<file path="config.mk">
export PLATFORM = sky130hd
export DESIGN_NAME = pmu_counter_unit
export DESIGN_NICKNAME = d
export VERILOG_FILES = /design/src/rtl/pmu_pkg.sv /design/src/rtl/pmu_bank_ctrl.sv /design/src/rtl/pmu_counter.sv /design/src/rtl/pmu_rd_mux.sv /design/src/rtl/pmu_counter_unit.sv
export SDC_FILE = /design/constraint.sdc
export NUM_CORES = 1
export LEC_CHECK = 0
export BUFFER_PORTS_ARGS = -buffer_cell sky130_fd_sc_hd__clkbuf_2
export CAP_MARGIN = 5
export CORE_UTILIZATION = 25
export CTS_BUF_LIST = sky130_fd_sc_hd__clkbuf_8
export DETAILED_ROUTE_END_ITERATION = 7
export GPL_TIMING_DRIVEN = 1
export PLACE_DENSITY_LB_ADDON = 0.2
export SKIP_CTS_REPAIR_TIMING = 1
export SYNTH_ARGS = -nofsm -noshare
export SYNTH_HDL_FRONTEND = slang
export SYNTH_SLANG_ARGS = --single-unit
</file>
<file path="constraint.sdc">
create_clock -name clk -period 2.1 [get_ports clk]
set_input_delay 0.105 -clock clk [delete_from_list [all_inputs] [get_ports clk]]
set_output_delay 0.105 -clock clk [all_outputs]
set_load 0.01 [all_outputs]
</file>
<file path="src/rtl/pmu_pkg.sv">
package pmu_pkg;

    typedef enum logic [1:0] {
        BANK_FROZEN   = 2'd0,
        BANK_RUN      = 2'd1,
        BANK_OVF_HALT = 2'd2
    } bank_state_e;

    // global register bit positions
    localparam int GLB_FRZ        = 0;
    localparam int GLB_IRQ_EN     = 1;
    localparam int GLB_FRZ_ON_OVF = 2;
    localparam int GLB_BITS       = 3;

    // per-counter control bit positions
    localparam int CTL_FRZ_CTR  = 0;
    localparam int CTL_FRZ_SUP  = 1;
    localparam int CTL_FRZ_USER = 2;
    localparam int CTL_FRZ_MSET = 3;
    localparam int CTL_FRZ_MCLR = 4;
    localparam int CTL_COND_EN  = 5;
    localparam int CTL_SEL_LSB  = 8;

    // address layout
    localparam int GLB_ADDR = 0;
    localparam int CNT_BASE = 1;
    localparam int CTL_BASE = 8;

endpackage

</file>
<file path="src/rtl/pmu_bank_ctrl.sv">
module pmu_bank_ctrl
    import pmu_pkg::*;
(
    input  logic                clk,
    input  logic                rst_n,
    input  logic                glb_wr,
    input  logic [GLB_BITS-1:0] glb_wdata,
    input  logic                ovf_any,
    output logic                count_stop,
    output logic                ovf_irq,
    output logic [GLB_BITS-1:0] glb_rd
);

    bank_state_e state_q, state_d;
    logic        irq_en_q;
    logic        frz_ovf_q;
    logic        freeze_all;

    // next state
    always_comb begin
        state_d = state_q;
        unique case (state_q)
            BANK_FROZEN: begin
                if (glb_wr && !glb_wdata[GLB_FRZ])
                    state_d = BANK_RUN;
            end
            BANK_RUN: begin
                if (glb_wr)
                    state_d = glb_wdata[GLB_FRZ] ? BANK_FROZEN : BANK_RUN;
                else if (frz_ovf_q && ovf_any)
                    state_d = BANK_OVF_HALT;
            end
            BANK_OVF_HALT: begin
                if (glb_wr)
                    state_d = glb_wdata[GLB_FRZ] ? BANK_FROZEN : BANK_RUN;
            end
            default: state_d = BANK_FROZEN;
        endcase
    end

    // state register and global control bits
    always_ff @(posedge clk or negedge rst_n) begin
        if (!rst_n) begin
            state_q   <= BANK_FROZEN;
            irq_en_q  <= 1'b0;
            frz_ovf_q <= 1'b0;
        end else begin
            state_q <= state_d;
            if (glb_wr) begin
                irq_en_q  <= glb_wdata[GLB_IRQ_EN];
                frz_ovf_q <= glb_wdata[GLB_FRZ_ON_OVF];
            end
        end
    end

    // outputs
    always_comb begin
        unique case (state_q)
            BANK_RUN:      freeze_all = 1'b0;
            BANK_FROZEN:   freeze_all = 1'b1;
            BANK_OVF_HALT: freeze_all = 1'b1;
            default:       freeze_all = 1'b1;
        endcase
        count_stop = freeze_all || (frz_ovf_q && ovf_any);
        ovf_irq    = irq_en_q && ovf_any;
        glb_rd                 = '0;
        glb_rd[GLB_FRZ]        = freeze_all;
        glb_rd[GLB_IRQ_EN]     = irq_en_q;
        glb_rd[GLB_FRZ_ON_OVF] = frz_ovf_q;
    end

    // an enabled overflow in run state halts the bank on the next edge
    a_r11_auto_freeze: assert property (@(posedge clk) disable iff (!rst_n)
        (state_q == BANK_RUN && frz_ovf_q && ovf_any && !glb_wr)
            |=> (state_q == BANK_OVF_HALT));

    // the overflow halt is left only through a global write
    a_r11_halt_sticky: assert property (@(posedge clk) disable iff (!rst_n)
        (state_q == BANK_OVF_HALT && !glb_wr) |=> (state_q == BANK_OVF_HALT));

endmodule

</file>
<file path="src/rtl/pmu_counter.sv">
module pmu_counter
    import pmu_pkg::*;
#(
    parameter int CNT_W   = 32,
    parameter int SEL_W   = 8,
    parameter int NUM_EVT = 16
) (
    input  logic               clk,
    input  logic               rst_n,
    input  logic               count_stop,
    input  logic               cpu_user,
    input  logic               cpu_mark,
    input  logic [NUM_EVT-1:0] evt_in,
    input  logic               wr_cnt,
    input  logic               wr_ctl,
    input  logic [CNT_W-1:0]   wdata,
    output logic [CNT_W-1:0]   cnt_q,
    output logic [CNT_W-1:0]   ctl_rd,
    output logic               ovf_cond
);

    localparam int               EVT_SPACE = 2 ** SEL_W;
    localparam logic [SEL_W:0]   EVT_LIMIT = (SEL_W + 1)'(NUM_EVT);

    logic             frz_ctr_q, frz_sup_q, frz_user_q, frz_mset_q, frz_mclr_q;
    logic             cond_en_q;
    logic [SEL_W-1:0] sel_q;

    logic [EVT_SPACE-1:0] evt_pad;
    logic                 evt_hit;
    logic                 priv_frz, mark_frz, cnt_en;

    always_comb begin
        evt_pad  = EVT_SPACE'(evt_in);
        evt_hit  = evt_pad[sel_q];
        priv_frz = cpu_user ? frz_user_q : frz_sup_q;
        mark_frz = cpu_mark ? frz_mset_q : frz_mclr_q;
        cnt_en   = evt_hit && !count_stop && !frz_ctr_q && !priv_frz && !mark_frz;
    end

    always_ff @(posedge clk or negedge rst_n) begin
        if (!rst_n) begin
            cnt_q      <= '0;
            frz_ctr_q  <= 1'b1;
            frz_sup_q  <= 1'b1;
            frz_user_q <= 1'b1;
            frz_mset_q <= 1'b1;
            frz_mclr_q <= 1'b1;
            cond_en_q  <= 1'b0;
            sel_q      <= '0;
        end else begin
            if (wr_cnt)
                cnt_q <= wdata;
            else if (cnt_en)
                cnt_q <= cnt_q + 1'b1;
            if (wr_ctl) begin
                frz_ctr_q  <= wdata[CTL_FRZ_CTR];
                frz_sup_q  <= wdata[CTL_FRZ_SUP];
                frz_user_q <= wdata[CTL_FRZ_USER];
                frz_mset_q <= wdata[CTL_FRZ_MSET];
                frz_mclr_q <= wdata[CTL_FRZ_MCLR];
                cond_en_q  <= wdata[CTL_COND_EN];
                sel_q      <= wdata[CTL_SEL_LSB +: SEL_W];
            end
        end
    end

    always_comb begin
        ctl_rd                         = '0;
        ctl_rd[CTL_FRZ_CTR]            = frz_ctr_q;
        ctl_rd[CTL_FRZ_SUP]            = frz_sup_q;
        ctl_rd[CTL_FRZ_USER]           = frz_user_q;
        ctl_rd[CTL_FRZ_MSET]           = frz_mset_q;
        ctl_rd[CTL_FRZ_MCLR]           = frz_mclr_q;
        ctl_rd[CTL_COND_EN]            = cond_en_q;
        ctl_rd[CTL_SEL_LSB +: SEL_W]   = sel_q;
        ovf_cond                       = cnt_q[CNT_W-1] && cond_en_q;
    end

    // a stopped bank holds every counter unless software writes it
    a_r5_stop_holds: assert property (@(posedge clk) disable iff (!rst_n)
        (count_stop && !wr_cnt) |=> $stable(cnt_q));

    // a counter write lands exactly, whatever the event does
    a_r9_write_wins: assert property (@(posedge clk) disable iff (!rst_n)
        wr_cnt |=> (cnt_q == $past(wdata)));

    // a select beyond the event bus never advances the counter
    a_r4_unmapped_select: assert property (@(posedge clk) disable iff (!rst_n)
        (({1'b0, sel_q} >= EVT_LIMIT) && !wr_cnt) |=> $stable(cnt_q));

    // user level with user freeze set holds the counter
    a_r7_user_freeze: assert property (@(posedge clk) disable iff (!rst_n)
        (cpu_user && frz_user_q && !wr_cnt) |=> $stable(cnt_q));

    // counter freeze bit holds the counter
    a_r6_own_freeze: assert property (@(posedge clk) disable iff (!rst_n)
        (frz_ctr_q && !wr_cnt) |=> $stable(cnt_q));

endmodule

</file>
<file path="src/rtl/pmu_rd_mux.sv">
module pmu_rd_mux
    import pmu_pkg::*;
#(
    parameter int NUM_CTR = 6,
    parameter int DATA_W  = 32,
    parameter int ADDR_W  = 4
) (
    input  logic                           clk,
    input  logic                           rst_n,
    input  logic [ADDR_W-1:0]              addr,
    input  logic [GLB_BITS-1:0]            glb_rd,
    input  logic [NUM_CTR-1:0][DATA_W-1:0] cnt_rd,
    input  logic [NUM_CTR-1:0][DATA_W-1:0] ctl_rd,
    output logic [DATA_W-1:0]              rdata
);

    logic [DATA_W-1:0] rd_d;

    always_comb begin
        rd_d = '0;
        if (addr == ADDR_W'(GLB_ADDR))
            rd_d = DATA_W'(glb_rd);
        for (int i = 0; i < NUM_CTR; i++) begin
            if (addr == ADDR_W'(CNT_BASE + i))
                rd_d = cnt_rd[i];
            if (addr == ADDR_W'(CTL_BASE + i))
                rd_d = ctl_rd[i];
        end
    end

    always_ff @(posedge clk or negedge rst_n) begin
        if (!rst_n)
            rdata <= '0;
        else
            rdata <= rd_d;
    end

endmodule

</file>
<file path="src/rtl/pmu_counter_unit.sv">
module pmu_counter_unit
    import pmu_pkg::*;
#(
    parameter int NUM_CTR = 6,
    parameter int CNT_W   = 32,
    parameter int SEL_W   = 8,
    parameter int NUM_EVT = 16,
    parameter int ADDR_W  = 4
) (
    input  logic               clk,
    input  logic               rst_n,
    input  logic [ADDR_W-1:0]  reg_addr,
    input  logic               reg_wr,
    input  logic [CNT_W-1:0]   reg_wdata,
    output logic [CNT_W-1:0]   reg_rdata,
    input  logic [NUM_EVT-1:0] evt_in,
    input  logic               cpu_user,
    input  logic               cpu_mark,
    output logic               ovf_irq
);

    logic                          glb_wr;
    logic                          count_stop;
    logic                          ovf_any;
    logic [GLB_BITS-1:0]           glb_rd;
    logic [NUM_CTR-1:0]            ovf_cond;
    logic [NUM_CTR-1:0]            cnt_msb;
    logic [NUM_CTR-1:0][CNT_W-1:0] cnt_rd;
    logic [NUM_CTR-1:0][CNT_W-1:0] ctl_rd;

    assign glb_wr  = reg_wr && (reg_addr == ADDR_W'(GLB_ADDR));
    assign ovf_any = |ovf_cond;

    pmu_bank_ctrl u_bank (
        .clk        (clk),
        .rst_n      (rst_n),
        .glb_wr     (glb_wr),
        .glb_wdata  (reg_wdata[GLB_BITS-1:0]),
        .ovf_any    (ovf_any),
        .count_stop (count_stop),
        .ovf_irq    (ovf_irq),
        .glb_rd     (glb_rd)
    );

    for (genvar g = 0; g < NUM_CTR; g++) begin : g_ctr
        localparam logic [ADDR_W-1:0] A_CNT = ADDR_W'(CNT_BASE + g);
        localparam logic [ADDR_W-1:0] A_CTL = ADDR_W'(CTL_BASE + g);
        logic wr_cnt, wr_ctl;
        assign wr_cnt = reg_wr && (reg_addr == A_CNT);
        assign wr_ctl = reg_wr && (reg_addr == A_CTL);
        assign cnt_msb[g] = cnt_rd[g][CNT_W-1];

        pmu_counter #(
            .CNT_W   (CNT_W),
            .SEL_W   (SEL_W),
            .NUM_EVT (NUM_EVT)
        ) u_ctr (
            .clk        (clk),
            .rst_n      (rst_n),
            .count_stop (count_stop),
            .cpu_user   (cpu_user),
            .cpu_mark   (cpu_mark),
            .evt_in     (evt_in),
            .wr_cnt     (wr_cnt),
            .wr_ctl     (wr_ctl),
            .wdata      (reg_wdata),
            .cnt_q      (cnt_rd[g]),
            .ctl_rd     (ctl_rd[g]),
            .ovf_cond   (ovf_cond[g])
        );
    end

    pmu_rd_mux #(
        .NUM_CTR (NUM_CTR),
        .DATA_W  (CNT_W),
        .ADDR_W  (ADDR_W)
    ) u_rd (
        .clk    (clk),
        .rst_n  (rst_n),
        .addr   (reg_addr),
        .glb_rd (glb_rd),
        .cnt_rd (cnt_rd),
        .ctl_rd (ctl_rd),
        .rdata  (reg_rdata)
    );

    // an interrupt request needs some counter with bit 31 set
    a_r10_irq_has_source: assert property (@(posedge clk) disable iff (!rst_n)
        ovf_irq |-> (cnt_msb != '0));

    // reset leaves the interrupt low on the first cycle out of reset
    a_r1_irq_after_reset: assert property (@(posedge clk) disable iff (!rst_n)
        $rose(rst_n) |-> !ovf_irq);

endmodule

</file>
# After elaboration in Yosys (flattened, before gate mapping)
# Index checks and enable logic that the tools add are counted.
# word_totals
reg_bits,312
input_bits,57
output_inout_bits,33
# classes
n_addsub,6
n_lt_le_gt_ge,6
n_eq_ne,17
n_mux,56
reduce_logical,77
# op_table
op,count
$mux W32,24
$add A32 B1 Y32 const B,6
$lt A8 B9 Y1 const B,6
$bmux W1 S8,6
$logic_and A1 B1 Y1,46
$eq A4 B4 Y1 const B,6
$logic_not A1 Y1,20
$mux W1,20
$eq A4 B3 Y1 const B,3
$reduce_bool A2 Y1,6
$eq A4 B2 Y1 const B,2
$mux W2,4
$pmux W2 S3,1
$reduce_or A6 Y1,1
$eq A4 B1 Y1 const B,1
$logic_not A4 Y1,1
$ne A2 B1 Y1 const B,2
$mux W3,1
$ne A3 B1 Y1 const B,1
$reduce_and A3 Y1,1
$eq A2 B1 Y1 const B,1
$eq A2 B2 Y1 const B,1
$logic_not A2 Y1,1
$logic_or A1 B1 Y1,1

# Longest topological paths before layout
# logic_depth
depth_word,15
depth_mapped,9

# By module
# A second synthesis with hierarchy kept.
# unflattened
hier_cells,2495
hier_area_um2,22973.3
# by_module_without_submodules
mod,n_inst,cells_per_inst,area_each_um2,seq_area_each_um2
pmu_counter,6,297,2976.6,1157.4
pmu_rd_mux,1,670,4789.6,800.8
pmu_bank_ctrl,1,20,206.4,100.1
pmu_counter_unit,1,23,117.6,0.0

# Worst setup path after synthesis
# Ideal clock, no wire load.
# synth_path
kind,register to register
from,register g_ctr[5].u_ctr.sel_q[0]
to,register g_ctr[5].u_ctr.cnt_q[1]
setup_ps,123
arrival_time_ps,2002
required_ps,1977
setup_slack_ps,-25
path_stages_with_launch,9
path_buffers,2
cell_sequence,dfrtp_1 -> buf_2 -> mux4_2 -> mux2_2 -> mux2i_1 -> buf_4 -> or2_4 -> mux2i_1 -> a21oi_1
# synth_via
elab_chain_cells,7
# synth_lines
element,line,text
from (decl),pmu_counter.sv:27,logic [SEL_W-1:0] sel_q;
from (signal assigned),pmu_counter.sv:63,sel_q <= wdata[CTL_SEL_LSB +: SEL_W];
$bmux W1 S8,pmu_counter.sv:35,evt_hit = evt_pad[sel_q];
$mux W1 (implied by the code),pmu_counter.sv:35,
$logic_and A1 B1 Y1 (4 in series),pmu_counter.sv:38,cnt_en = evt_hit && !count_stop && !frz_ctr_q && !priv_frz && !mark_frz;
$reduce_bool A2 Y1 (no line),n/a,
to (signal assigned),pmu_counter.sv:53,cnt_q <= wdata;
to (signal assigned),pmu_counter.sv:55,cnt_q <= cnt_q + 1'b1;
to (decl),pmu_counter.sv:17,"output logic [CNT_W-1:0] cnt_q,"
# Every way passes these cells. The select of a mux whose other input is x is not followed.
# A chain may end at the register's enable or synchronous reset.

# Worst setup path after layout
# layout_path
from,register g_ctr[1].u_ctr.cnt_q[31]
to,register g_ctr[3].u_ctr.cnt_q[19]
# layout_via
elab_chain_cells,10
# layout_lines
element,line,text
from (decl),pmu_counter.sv:17,
from (signal assigned),pmu_counter.sv:53,
from (signal assigned),pmu_counter.sv:55,
$logic_and A1 B1 Y1,pmu_counter.sv:77,ovf_cond = cnt_q[CNT_W-1] && cond_en_q;
$reduce_or A6 Y1,pmu_counter_unit.sv:32,assign ovf_any = |ovf_cond;
$logic_and A1 B1 Y1,pmu_bank_ctrl.sv:64,count_stop = freeze_all || (frz_ovf_q && ovf_any);
$logic_or A1 B1 Y1,pmu_bank_ctrl.sv:64,
$logic_not A1 Y1,pmu_counter.sv:38,
$logic_and A1 B1 Y1 (4 in series),pmu_counter.sv:38,
$reduce_bool A2 Y1 (no line),n/a,
to (signal assigned),pmu_counter.sv:53,
to (signal assigned),pmu_counter.sv:55,
to (decl),pmu_counter.sv:17,
# Every way passes these cells.

==> flow_metrics.tcl <==
set metrics [dict create \
    status "complete, but fails checks" \
    violations "negative setup slack" \
    cp_num_buf_inv 3 \
    path_cells "a22oi_2 > a41oi_4 > buf_12 > a2111oi_4 > clkbuf_16 > buf_12 > nand3_2 > xor2_1 > a21oi_1" \
    die_y_um 276 \
    p_leak_nw 10.8 \
    worst_r2r_startpoint "g_ctr[1].u_ctr.cnt_q[31]" \
    stdcell_area_um2 26500 \
    relSlewSlack_pct 54.6 \
    fmax_mhz 434 \
    io_buffers 89 \
    syn_avg_cell_area_um2 9.41 \
    multi_input_area_um2 11500 \
    grt_pass1_vias 17300 \
    cts_max_level 2 \
    rr_endpoint "g_ctr[3].u_ctr.cnt_q[19]" \
    min_to "g_ctr[0].u_ctr.cnt_q[2]" \
    cp.required_ns 2.69 \
    dp_hpwl_mm 58.0 \
    nFillCells 7515 \
    crit_slowest_cell "dfrtp_2" \
    yosys-top-cells-count "282 x dfrtp_1, 171 x nor2_1, 164 x nand2_1" \
    hold_viol 0 \
    switching_share_pct 35.7 \
    synth.most_common_cell "dfrtp_1" \
    num_vias 18100 \
    worst_slack_ns -0.204 \
    grt_usage_pct 20.1 \
    period_minus_slack_ns 2.30 \
    cts_sinks 312 \
    path_clk_slew_ns 0.07 \
    root_buffer "clkbuf_8" \
    wl_per_cell_um 23.9 \
    io_pins 90 \
    ff2ff_path_depth 9 \
    fin_crit_sh_pct 110 \
    yosysTopAreaCell "dfrtp_1" \
    total_power_mw 24.3 \
    dpl-instance-area_um2 22800 \
    wl_mm 82.2 \
    die_area_um2 76300 \
    regMostFlops "g_ctr.u_ctr.cnt_q" \
    clock-skew-final_ns 0.0456 \
    p_seq_share_pct 36.5 \
    yosysWarnings 0 \
    power.net_switching_mw 8.68 \
    ir_drop_mv 0.488 \
    layout-drive-gt1-share_pct 36.7 \
    place_congestion 0.901 \
    die-width_um 276 \
    synth-edff-count 0 \
    worst_pin_slew_ns 0.680 \
    ys_async_sr_fraction_pct 100 \
    critical_path.startpoint_type "flip-flop" \
    clock_latency_ns 0.70 \
    cp_top_family "compound AO/OA/AOI/OAI gates" \
    reg.largest.list "g_ctr.u_ctr.cnt_q (192), g_ctr.u_ctr.sel_q (48), u_rd.rdata (32)" \
    area_growth_pct 40.8 \
    ys_ff_latch 312 \
    min-delay-path-class "input port to flip-flop" \
    syn_inst 1998 \
    holdPathStages 3 \
    hold_slack_ns 0.0119 \
    combinationalPowerShare_pct 33.7 \
    routed_via_density 5.26 \
    min_from "reg_wdata[2]" \
    maxSlewViolCount 0 \
    syn-cell-area_um2 18800 \
    powerDensity_nw_per_um2 919 \
    critPathKind "flip-flop to flip-flop" \
    regArea_um2 7860 \
    critPathMaxStageDelay_ns 0.45 \
    reg2reg_slack_ns -0.20 \
    drv_cap 0 \
    final_antenna_net_count 0 \
    start_util_pct 25.3 \
    cts_tree "built" \
    cp-end-kind "flip-flop" \
    p_clk_share_pct 29.8 \
    synth_cell_types 71 \
    rsz0062_at_grt "true" \
    clockBufferDepth 3 \
    yosysSeqAreaShare_pct 41.7 \
    ys_dominant_reg_cell "dfrtp_1" \
    critPathMaxFanout 8 \
    path_common_cell "buf_12" \
    drt-initial-drc-count 1646 \
    finalSetupViolCount 153 \
    row_count 100 \
    synth.area.top_cells "dfrtp_1 38%, mux2_2 6.0%, xor2_1 4.5%" \
    p_int_mw 15.6 \
    syn_nets 2061 \
    core_area_um2 74400 \
    antenna_found_initial 4 \
    final_nets 2478 \
    dr.pass1.iters 6 \
    grt_max_degree 83 \
    numCtsBuffers 60 \
    grt_pass1_wl_mm 116 \
    cp.arrival_ns 2.89 \
    largest_register_ffs 192 \
    drcViolationCount 0 \
    synth_top_area_share_pct 37.5 \
    grt_overflow 0 \
]
-- metal layers --
metal / up-vias / wire length, um / global-route usage, %
li1: 8190 / - / -
met3: 119 / 4780 / 3.05
met5: - / 28 / 0
met4: 4 / 2230 / 5.80
met2: 592 / 37200 / 31.4
met1: 9178 / 37900 / 28.7
-- worst min-delay path: cells and delay by family --
kind	cells	cell delay, ns
buffers and inverters	1	0.33
AND/OR/NAND/NOR	1	0.13
AO/OA/AOI/OAI	1	0.07
-- cells by family (layout without fill, tap and decap cells) --
| group | after synthesis | count (layout) | synth area share [%] |
|---|---|---|---|
| simple gates | 774 | 774 | 21.9 |
| compound gates | 408 | 408 | 13.4 |
| flops | 312 | 312 | 41.7 |
| xor+xnor | 184 | 184 | 8.57 |
| buf+inv | 163 | 629 | 3.68 |
| mux | 151 | 153 | 10.3 |
| fa+ha+maj | 6 | 6 | 0.399 |
| other cells | 0 | 4 | 0 |
-- stage by stage --
stage | utilization [%] | std cells | setup WS [ns] | setup TNS, ns
3_3_place_gp | 30.6 | 3248 | -0.315 | -17.72
5_1_grt | 35.6 | 3436 | -0.276 | -26.15
2_1_floorplan | - | 1998 | 0.0142 | 0
3_5_place_dp | 30.6 | 3248 | -0.343 | -23.22
4_1_cts | 32.6 | 3361 | -0.391 | -24.22
6_report | 35.6 | 3439 | -0.204 | -11.89
-- worst max-delay path by stage --
stage	startpoint	to	cells after the start
after CTS	g_ctr[1].u_ctr.cnt_q[31]	g_ctr[5].u_ctr.cnt_q[31]	7
after floorplan	g_ctr[5].u_ctr.sel_q[0]	g_ctr[5].u_ctr.cnt_q[1]	8
final	g_ctr[1].u_ctr.cnt_q[31]	g_ctr[3].u_ctr.cnt_q[19]	9
after global placement	g_ctr[3].u_ctr.cnt_q[31]	g_ctr[5].u_ctr.cnt_q[31]	7
after global routing	g_ctr[1].u_ctr.cnt_q[31]	g_ctr[2].u_ctr.cnt_q[25]	9
after detailed placement	g_ctr[3].u_ctr.cnt_q[31]	g_ctr[5].u_ctr.cnt_q[31]	7
-- power groups by stage --
stage	registers [mW]	clock network, mW	logic [mW]
after floorplan	8.63	0	3.24
after global placement	8.85	0	6.61
after detailed placement	8.88	0	6.69
after CTS	8.80	7.46	6.71
after global routing	9.06	7.71	8.67
final	8.87	7.25	8.20
-- final cells by class --
cell class	count	share of cell area, %
Inverter	18	0.255
Sequential cell	312	29.7
Clock buffer	90	4.68
Antenna cell	4	0.0378
Clock inverter	23	0.803
Tap cell	969	4.58
Timing Repair Buffer	498	16.4
Multi-Input combinational cell	1525	43.6
-- layout by cell type, fill, tap and decap left out, types with 9 or more instances in the layout --
master	count
buf_4	311
dfrtp_1	273
nor2_1	167
nand2_1	158
a21oi_1	149
mux2_2	99
xor2_1	94
clkbuf_8	90
nand3_1	88
clkbuf_2	88
xnor2_1	83
nand4_1	82
o21ai_1	73
a22oi_1	65
and3_1	49
nor4_4	42
buf_12	38
o21ai_0	32
inv_1	30
dfstp_2	30
mux4_2	24
dlygate4sd3_1	23
and4_1	22
buf_6	22
nor3_1	19
mux2i_1	19
nand3_2	18
a31oi_1	16
nor4_2	15
nor3_4	13
a22o_1	11
nor3_2	10
nand2b_1	9
nor2b_1	9
a221oi_1	9
or3_1	9
and2_1	9
mux2i_4	9
dfrtp_2	9
Power figures use the tool's default switching activity.
